### config.mk
export PLATFORM = sky130hd
export DESIGN_NAME = ssp_port
export DESIGN_NICKNAME = d
export VERILOG_FILES = /design/src/rtl/ssp_pkg.sv /design/src/rtl/ssp_sync.sv /design/src/rtl/ssp_fifo.sv /design/src/rtl/ssp_tx.sv /design/src/rtl/ssp_rx.sv /design/src/rtl/ssp_port.sv
export SDC_FILE = /design/constraint.sdc
export NUM_CORES = 1
export LEC_CHECK = 0
export BUFFER_PORTS_ARGS = -buffer_cell sky130_fd_sc_hd__buf_4
export CORE_ASPECT_RATIO = 1.5
export CORE_MARGIN = 1.5
export CORE_UTILIZATION = 60
export CTS_BUF_LIST = sky130_fd_sc_hd__clkbuf_16
export DETAILED_ROUTE_END_ITERATION = 12
export PLACE_DENSITY_LB_ADDON = 0.05
export REMOVE_ABC_BUFFERS = 1
export SLEW_MARGIN = 10
export SYNTH_ARGS = -nofsm -noshare
export SYNTH_HDL_FRONTEND = slang
export SYNTH_SLANG_ARGS = --single-unit
### constraint.sdc
create_clock -name clk -period 3.8 [get_ports clk]
set_clock_uncertainty 0.1 [all_clocks]
set_input_delay 0.57 -clock clk [delete_from_list [all_inputs] [get_ports clk]]
set_output_delay 0.57 -clock clk [all_outputs]
set_load 0.05 [all_outputs]
### src/rtl/ssp_pkg.sv
package ssp_pkg;
  typedef enum logic [1:0] {
    TX_IDLE  = 2'd0,
    TX_SYNC  = 2'd1,
    TX_SHIFT = 2'd2
  } tx_state_t;
endpackage

### src/rtl/ssp_sync.sv
module ssp_sync #(
  parameter int          WIDTH   = 1,
  parameter int          STAGES  = 2,
  parameter logic [WIDTH-1:0] RST_VAL = '0
) (
  input  logic             clk,
  input  logic             rst,
  input  logic [WIDTH-1:0] d,
  output logic [WIDTH-1:0] q
);
  logic [WIDTH-1:0] stage [STAGES];

  always_ff @(posedge clk) begin
    if (rst) begin
      for (int i = 0; i < STAGES; i++) stage[i] <= RST_VAL;
    end else begin
      stage[0] <= d;
      for (int i = 1; i < STAGES; i++) stage[i] <= stage[i-1];
    end
  end

  assign q = stage[STAGES-1];
endmodule

### src/rtl/ssp_fifo.sv
module ssp_fifo #(
  parameter int W     = 16,
  parameter int DEPTH = 4
) (
  input  logic         clk,
  input  logic         rst,
  input  logic         push,
  input  logic [W-1:0] wdata,
  input  logic         pop,
  output logic [W-1:0] head,
  output logic         empty,
  output logic         full
);
  localparam int AW = $clog2(DEPTH);
  localparam int CW = $clog2(DEPTH + 1);

  logic [W-1:0]  mem [DEPTH];
  logic [AW-1:0] wr_ptr, rd_ptr;
  logic [CW-1:0] count;
  logic          push_ok, pop_ok;

  assign empty   = (count == '0);
  assign full    = (count == CW'(DEPTH));
  assign push_ok = push && !full;
  assign pop_ok  = pop && !empty;
  assign head    = mem[rd_ptr];

  always_ff @(posedge clk) begin
    if (push_ok) mem[wr_ptr] <= wdata;
  end

  always_ff @(posedge clk) begin
    if (rst) begin
      wr_ptr <= '0;
      rd_ptr <= '0;
      count  <= '0;
    end else begin
      if (push_ok) wr_ptr <= (wr_ptr == AW'(DEPTH-1)) ? '0 : wr_ptr + AW'(1);
      if (pop_ok)  rd_ptr <= (rd_ptr == AW'(DEPTH-1)) ? '0 : rd_ptr + AW'(1);
      case ({push_ok, pop_ok})
        2'b10:   count <= count + CW'(1);
        2'b01:   count <= count - CW'(1);
        default: count <= count;
      endcase
    end
  end
endmodule

### src/rtl/ssp_tx.sv
module ssp_tx
  import ssp_pkg::*;
#(
  parameter int DATA_W = 16,
  parameter int DIV_W  = 8
) (
  input  logic              clk,
  input  logic              rst,
  input  logic              cfg_int_clk,
  input  logic              cfg_int_fs,
  input  logic              cfg_cont,
  input  logic [DIV_W-1:0]  cfg_half,
  input  logic              sclk_ext,
  input  logic              fs_ext,
  input  logic              fifo_empty,
  input  logic [DATA_W-1:0] fifo_head,
  output logic              fifo_pop,
  output logic              sclk_q,
  output logic              fs_q,
  output logic              dout_q
);
  localparam int CNT_W = $clog2(DATA_W);
  localparam logic [CNT_W-1:0] LAST_IDX = CNT_W'(DATA_W - 1);

  tx_state_t         state;
  logic [DATA_W-1:0] sr;
  logic [CNT_W-1:0]  bit_cnt;
  logic [DIV_W-1:0]  div_cnt;
  logic              ext_d;
  logic run, int_tick, rise_evt, fall_evt;
  logic ending, chain, may_start, int_start, ext_start;

  // generated clock runs while work is pending, always parking high
  assign run      = (state != TX_IDLE) || !fifo_empty || !sclk_q;
  assign int_tick = cfg_int_clk && run && (div_cnt == cfg_half);
  assign rise_evt = cfg_int_clk ? (int_tick && !sclk_q) : (sclk_ext && !ext_d);
  assign fall_evt = cfg_int_clk ? (int_tick && sclk_q)  : (!sclk_ext && ext_d);

  assign ending    = rise_evt && (state == TX_SHIFT) && (bit_cnt == '0);
  assign chain     = ending && cfg_cont && !fifo_empty;
  assign may_start = rise_evt && ((state == TX_IDLE) || (ending && !chain));
  assign int_start = may_start && cfg_int_fs && !fifo_empty;
  assign ext_start = fall_evt && (state == TX_IDLE) && !cfg_int_fs && fs_ext && !fifo_empty;
  assign fifo_pop  = chain || int_start || ext_start;

  always_ff @(posedge clk) begin
    if (rst) begin
      div_cnt <= '0;
      sclk_q  <= 1'b1;
      ext_d   <= 1'b1;
    end else begin
      ext_d <= sclk_ext;
      if (cfg_int_clk && run) begin
        if (div_cnt == cfg_half) begin
          div_cnt <= '0;
          sclk_q  <= ~sclk_q;
        end else begin
          div_cnt <= div_cnt + DIV_W'(1);
        end
      end else begin
        div_cnt <= '0;
        sclk_q  <= 1'b1;
      end
    end
  end

  always_ff @(posedge clk) begin
    if (rst) begin
      state   <= TX_IDLE;
      sr      <= '0;
      bit_cnt <= '0;
      fs_q    <= 1'b0;
      dout_q  <= 1'b0;
    end else if (ext_start) begin
      sr    <= fifo_head;
      state <= TX_SYNC;
    end else if (rise_evt) begin
      case (state)
        TX_SYNC: begin
          fs_q    <= 1'b0;
          dout_q  <= sr[DATA_W-1];
          sr      <= {sr[DATA_W-2:0], 1'b0};
          bit_cnt <= LAST_IDX;
          state   <= TX_SHIFT;
        end
        TX_SHIFT: begin
          if (bit_cnt != '0) begin
            dout_q  <= sr[DATA_W-1];
            sr      <= {sr[DATA_W-2:0], 1'b0};
            bit_cnt <= bit_cnt - CNT_W'(1);
          end else if (chain) begin
            dout_q  <= fifo_head[DATA_W-1];
            sr      <= {fifo_head[DATA_W-2:0], 1'b0};
            bit_cnt <= LAST_IDX;
          end else if (int_start) begin
            dout_q <= 1'b0;
            fs_q   <= 1'b1;
            sr     <= fifo_head;
            state  <= TX_SYNC;
          end else begin
            dout_q <= 1'b0;
            state  <= TX_IDLE;
          end
        end
        default: begin
          if (int_start) begin
            fs_q  <= 1'b1;
            sr    <= fifo_head;
            state <= TX_SYNC;
          end
        end
      endcase
    end
  end
endmodule

### src/rtl/ssp_rx.sv
module ssp_rx #(
  parameter int DATA_W = 16
) (
  input  logic              clk,
  input  logic              rst,
  input  logic              cfg_cont,
  input  logic              sclk_s,
  input  logic              fs_s,
  input  logic              din_s,
  output logic              push,
  output logic [DATA_W-1:0] word
);
  localparam int CNT_W = $clog2(DATA_W);
  localparam logic [CNT_W-1:0] LAST_IDX = CNT_W'(DATA_W - 1);

  logic [DATA_W-2:0] sr;
  logic [CNT_W-1:0]  cnt;
  logic              active, sclk_d, fall;

  assign fall = sclk_d && !sclk_s;
  assign word = {sr, din_s};
  assign push = fall && !fs_s && active && (cnt == LAST_IDX);

  always_ff @(posedge clk) begin
    if (rst) begin
      sclk_d <= 1'b1;
      active <= 1'b0;
      cnt    <= '0;
      sr     <= '0;
    end else begin
      sclk_d <= sclk_s;
      if (fall) begin
        if (fs_s) begin
          active <= 1'b1;
          cnt    <= '0;
        end else if (active) begin
          sr <= word[DATA_W-2:0];
          if (cnt == LAST_IDX) begin
            cnt    <= '0;
            active <= cfg_cont;
          end else begin
            cnt <= cnt + CNT_W'(1);
          end
        end
      end
    end
  end
endmodule

### src/rtl/ssp_port.sv
module ssp_port #(
  parameter int DATA_W     = 16,
  parameter int FIFO_DEPTH = 4,
  parameter int DIV_W      = 8
) (
  input  logic              clk,
  input  logic              rst,
  input  logic              cfg_int_clk,
  input  logic              cfg_int_fs,
  input  logic              cfg_cont,
  input  logic [DIV_W-1:0]  cfg_half,
  input  logic              wr_en,
  input  logic [DATA_W-1:0] wr_data,
  output logic              tx_full,
  output logic              tx_empty,
  input  logic              rd_en,
  output logic [DATA_W-1:0] rd_data,
  output logic              rx_full,
  output logic              rx_empty,
  output logic              rx_ovr,
  output logic              irq_tx,
  output logic              irq_rx,
  input  logic              sclk_tx_in,
  output logic              sclk_tx_out,
  output logic              sclk_tx_oe,
  input  logic              fs_tx_in,
  output logic              fs_tx_out,
  output logic              fs_tx_oe,
  output logic              dout,
  input  logic              sclk_rx,
  input  logic              fs_rx,
  input  logic              din
);
  logic [4:0]        pins_s;
  logic [DATA_W-1:0] tx_head, rx_word;
  logic              tx_pop, rx_push;

  // pin order: tx clock, tx sync, rx clock, rx sync, rx data
  ssp_sync #(.WIDTH(5), .STAGES(2), .RST_VAL(5'b10100)) u_sync (
    .clk (clk),
    .rst (rst),
    .d   ({sclk_tx_in, fs_tx_in, sclk_rx, fs_rx, din}),
    .q   (pins_s)
  );

  ssp_fifo #(.W(DATA_W), .DEPTH(FIFO_DEPTH)) u_tx_fifo (
    .clk   (clk),
    .rst   (rst),
    .push  (wr_en),
    .wdata (wr_data),
    .pop   (tx_pop),
    .head  (tx_head),
    .empty (tx_empty),
    .full  (tx_full)
  );

  ssp_tx #(.DATA_W(DATA_W), .DIV_W(DIV_W)) u_tx (
    .clk         (clk),
    .rst         (rst),
    .cfg_int_clk (cfg_int_clk),
    .cfg_int_fs  (cfg_int_fs),
    .cfg_cont    (cfg_cont),
    .cfg_half    (cfg_half),
    .sclk_ext    (pins_s[4]),
    .fs_ext      (pins_s[3]),
    .fifo_empty  (tx_empty),
    .fifo_head   (tx_head),
    .fifo_pop    (tx_pop),
    .sclk_q      (sclk_tx_out),
    .fs_q        (fs_tx_out),
    .dout_q      (dout)
  );

  ssp_rx #(.DATA_W(DATA_W)) u_rx (
    .clk      (clk),
    .rst      (rst),
    .cfg_cont (cfg_cont),
    .sclk_s   (pins_s[2]),
    .fs_s     (pins_s[1]),
    .din_s    (pins_s[0]),
    .push     (rx_push),
    .word     (rx_word)
  );

  ssp_fifo #(.W(DATA_W), .DEPTH(FIFO_DEPTH)) u_rx_fifo (
    .clk   (clk),
    .rst   (rst),
    .push  (rx_push),
    .wdata (rx_word),
    .pop   (rd_en),
    .head  (rd_data),
    .empty (rx_empty),
    .full  (rx_full)
  );

  always_ff @(posedge clk) begin
    if (rst)                     rx_ovr <= 1'b0;
    else if (rx_push && rx_full) rx_ovr <= 1'b1;
  end

  assign irq_tx     = tx_empty;
  assign irq_rx     = !rx_empty;
  assign sclk_tx_oe = cfg_int_clk;
  assign fs_tx_oe   = cfg_int_fs;
endmodule

==> flow_metrics.tcl <==
set metrics [dict create \
    whs_ns 0.157 \
    fin_ws_ns 0.714 \
    crit-reg2reg-launch "u_tx.div_cnt[1]" \
    cap_violations 0 \
    num-fill-cells 1039 \
    ys_ff_latch 212 \
    endpoint "u_tx_fifo.count[2]" \
    insertion_delay_ns 0.50 \
    dp_hpwl_um 10500 \
    synth_flop_cell "edfxtp_1" \
    worst-path-buf-inv 1 \
    design_area_um2 10100 \
    root_buffer "clkbuf_16" \
    insertedDiodeCount 0 \
    first_pass_iters 4 \
    place.gp.congestion 0.817 \
    hold_viol 0 \
    finalSetupViolCount 0 \
    relSlewSlack_pct 36.9 \
    synth.avg_cell_area_um2 13.7 \
    antenna_found_initial 0 \
    placement_rows 54 \
    regToRegSetupSlack_ns 0.71 \
    wl_per_cell_um 17.7 \
    placed_cell_area_um2 9430 \
    leakagePower_nw 3.51 \
    drtIter0Drc 227 \
    cts_resized 0 \
    start_util_pct 61.0 \
    grt_max_degree 44 \
    ys_warn_count 0 \
    portBuffers 63 \
    max_freq_mhz 324 \
    slew_viol_final 0 \
    drt_wl_total_um 16200 \
    final_cell_mix "edfxtp_1, dfxtp_1, buf_4, a21oi_1, nand2_1" \
    grt_pass1_wl_um 26600 \
    regToRegEndpoint "u_tx_fifo.count[2]" \
    power_density_nw_per_um2 452 \
    hold_path.class "input pin to flop" \
    cpPeakStageDelay_ns 0.54 \
    tritoncts "built" \
    die_x_um 102 \
    syn_to_final_growth_pct 14.5 \
    via_count 5432 \
    crit_fanout 7 \
    viasPerCell 5.94 \
    hp-start "sclk_tx_in" \
    numCtsBuffers 21 \
    power.ir.vdd_worst_mv 0.452 \
    cp.required_ns 4.13 \
    ys_types 55 \
    cp_cell_sequence "xnor2_1, nand4_1, or4_1, nand2_1, a21o_1, ha_1, inv_1, fa_1, xor2_1, or3_1, a21oi_1" \
    core_region_area_um2 14400 \
    async_flop_share_pct 0 \
    place_worst_setup_slack_ns 0.451 \
    dieHeight_um 151 \
    use_met1_pct 23.6 \
    yosysSeqAreaShare_pct 62.9 \
    crit_cells 11 \
    clk_path_buf_depth 3 \
    grt_busiest_layer "met2" \
    pin_count 64 \
    drc_errors 0 \
    die_area_um2 15400 \
    arrival_ns 3.42 \
    rsz0062_at_grt "no" \
    worst_r2r_path_depth 11 \
    synth_area_leaders "edfxtp_1, dfxtp_1, mux4_2" \
    synth_area_leader_cell "edfxtp_1" \
    gr-total-overflow 0 \
    htreeDepth 1 \
    track_usage_pct 22.0 \
    clock_sinks 212 \
    worstMarginPinSlew_ns 0.938 \
    grt_util_met3_pct 4.11 \
    postRouteAntennaNets 0 \
    cts.clk_slew.worst_paths_ns 0.07 \
    crit_path_start_kind "flop" \
    netlist.area_leader.share_pct 43.8 \
    grt.met2_usage_pct 41.9 \
    crit_start "u_tx.div_cnt[1]" \
    status "complete, no violations" \
    final_common_cell "edfxtp_1" \
    fin_crit_sh_pct 81.2 \
    cp_top_family "simple AND/OR/NAND/NOR gates" \
    post_cts_buffers 0 \
    netlist_instances 641 \
    end_kind "flop" \
    slowest_stage "or4_1" \
    drive_above_1_share_pct 20.9 \
    crit_type "flop to flop" \
    synth_edf_count 128 \
    grt_pass1_vias 5645 \
    ctsHoldBuffers 0 \
    nets 761 \
    syn_area_um2 8780 \
    finalCriticalPeriod_ns 3.09 \
]
==> cell usage after synthesis (2+ instances only) <==
cell	n
a211oi_1	4
a21o_1	2
a21oi_1	47
a21oi_2	2
a221o_1	13
a221oi_1	15
a22o_1	2
a22oi_1	17
a311oi_1	3
a41o_1	2
and2_1	9
and3_1	8
buf_2	5
buf_4	4
buf_6	4
clkbuf_1	23
dfxtp_1	84
edfxtp_1	128
fa_1	2
ha_1	19
inv_1	21
mux2i_1	4
mux4_2	32
nand2_1	46
nand2b_1	4
nand3_1	8
nand3b_1	2
nand4_1	2
nor2_1	40
nor2b_1	9
nor3_1	8
nor3b_1	2
o21ai_0	7
o31ai_1	3
o32ai_1	15
or2_2	7
or3_1	3
xnor2_1	10
xor2_1	9
==> sequential cells by signal, indices dropped and copies added, names as in the netlist, 2 cells and up, named ones only <==
| register | cells |
|---|---|
| u_rx_fifo.mem | 64 |
| u_rx_fifo.count | 3 |
| u_tx.bit_cnt | 4 |
| u_rx_fifo.rd_ptr | 2 |
| u_tx.sr | 16 |
| u_tx_fifo.wr_ptr | 2 |
| u_rx_fifo.wr_ptr | 2 |
| u_rx.sr | 15 |
| u_rx.cnt | 4 |
| u_sync.stage | 10 |
| u_tx_fifo.mem | 64 |
| u_tx_fifo.count | 3 |
| u_tx_fifo.rd_ptr | 2 |
| u_tx.state | 2 |
| u_tx.div_cnt | 8 |
==> worst register-to-register path: stages, from the launching register on <==
cell and delay, ns:
dfxtp_1 0.42, xnor2_1 0.14, nand4_1 0.12, or4_1 0.54, nand2_1 0.22, a21o_1 0.22
ha_1 0.20, inv_1 0.06, fa_1 0.37, xor2_1 0.16, or3_1 0.31, a21oi_1 0.15
==> final cells by class <==
type / count / area (µm²) / area share (%)
inverters: 21 / 78.8 / 0.784
flip-flops and latches: 212 / 5530 / 55.0
repair buffers: 78 / 586 / 5.82
multi-input cells: 370 / 2990 / 29.8
clock buffers: 21 / 526 / 5.23
well taps: 196 / 245 / 2.44
clock inverters: 17 / 101 / 1.01
==> how the worst min path moves through the flow <==
stage / endpoint / slack, ns / cells after the start
after global routing: u_sync.stage[0][4] / 0.15 / 2
after CTS: u_sync.stage[0][4] / 0.15 / 2
after global placement: u_sync.stage[0][9] / 0.29 / 1
after floorplan: u_sync.stage[0][7] / 0.29 / 1
final: u_sync.stage[0][4] / 0.16 / 2
after detailed placement: u_sync.stage[0][9] / 0.30 / 1
==> report_power, final <==
part           internal, mW  switching [mW]
Clock                  1.07           0.813
Sequential             2.47          0.0145
Combinational        0.0706           0.110
==> through the flow <==
stage / setup TNS (ns) / utilization, % / instances / total power, mW
after floorplan: -13.48 / - / 603 / 2.62
after global placement: 0 / 65.5 / 877 / 2.70
after detailed placement: 0 / 65.5 / 877 / 2.71
after CTS: 0 / 69.9 / 915 / 4.59
after global routing: 0 / 69.9 / 915 / 4.69
final: 0 / 69.9 / 915 / 4.54
==> cells by family after synthesis <==
group | after synthesis | share of synthesized area (%)
flip-flops | 212 | 62.9
adder cells (fa/ha/maj) | 21 | 3.16
XOR/XNOR | 19 | 1.90
AND/OR/NAND/NOR | 154 | 8.52
multiplexers | 36 | 8.66
AO/OA/AOI/OAI | 140 | 11.7
buffers and inverters | 59 | 3.12
==> routing by layer <==
layer,up-vias,wire [µm]
li1,2574,-
met4,0,300
met5,-,0
met2,134,9080
met1,2701,6100
met3,23,719
Note: power is estimated with default switching activity, not from simulation.
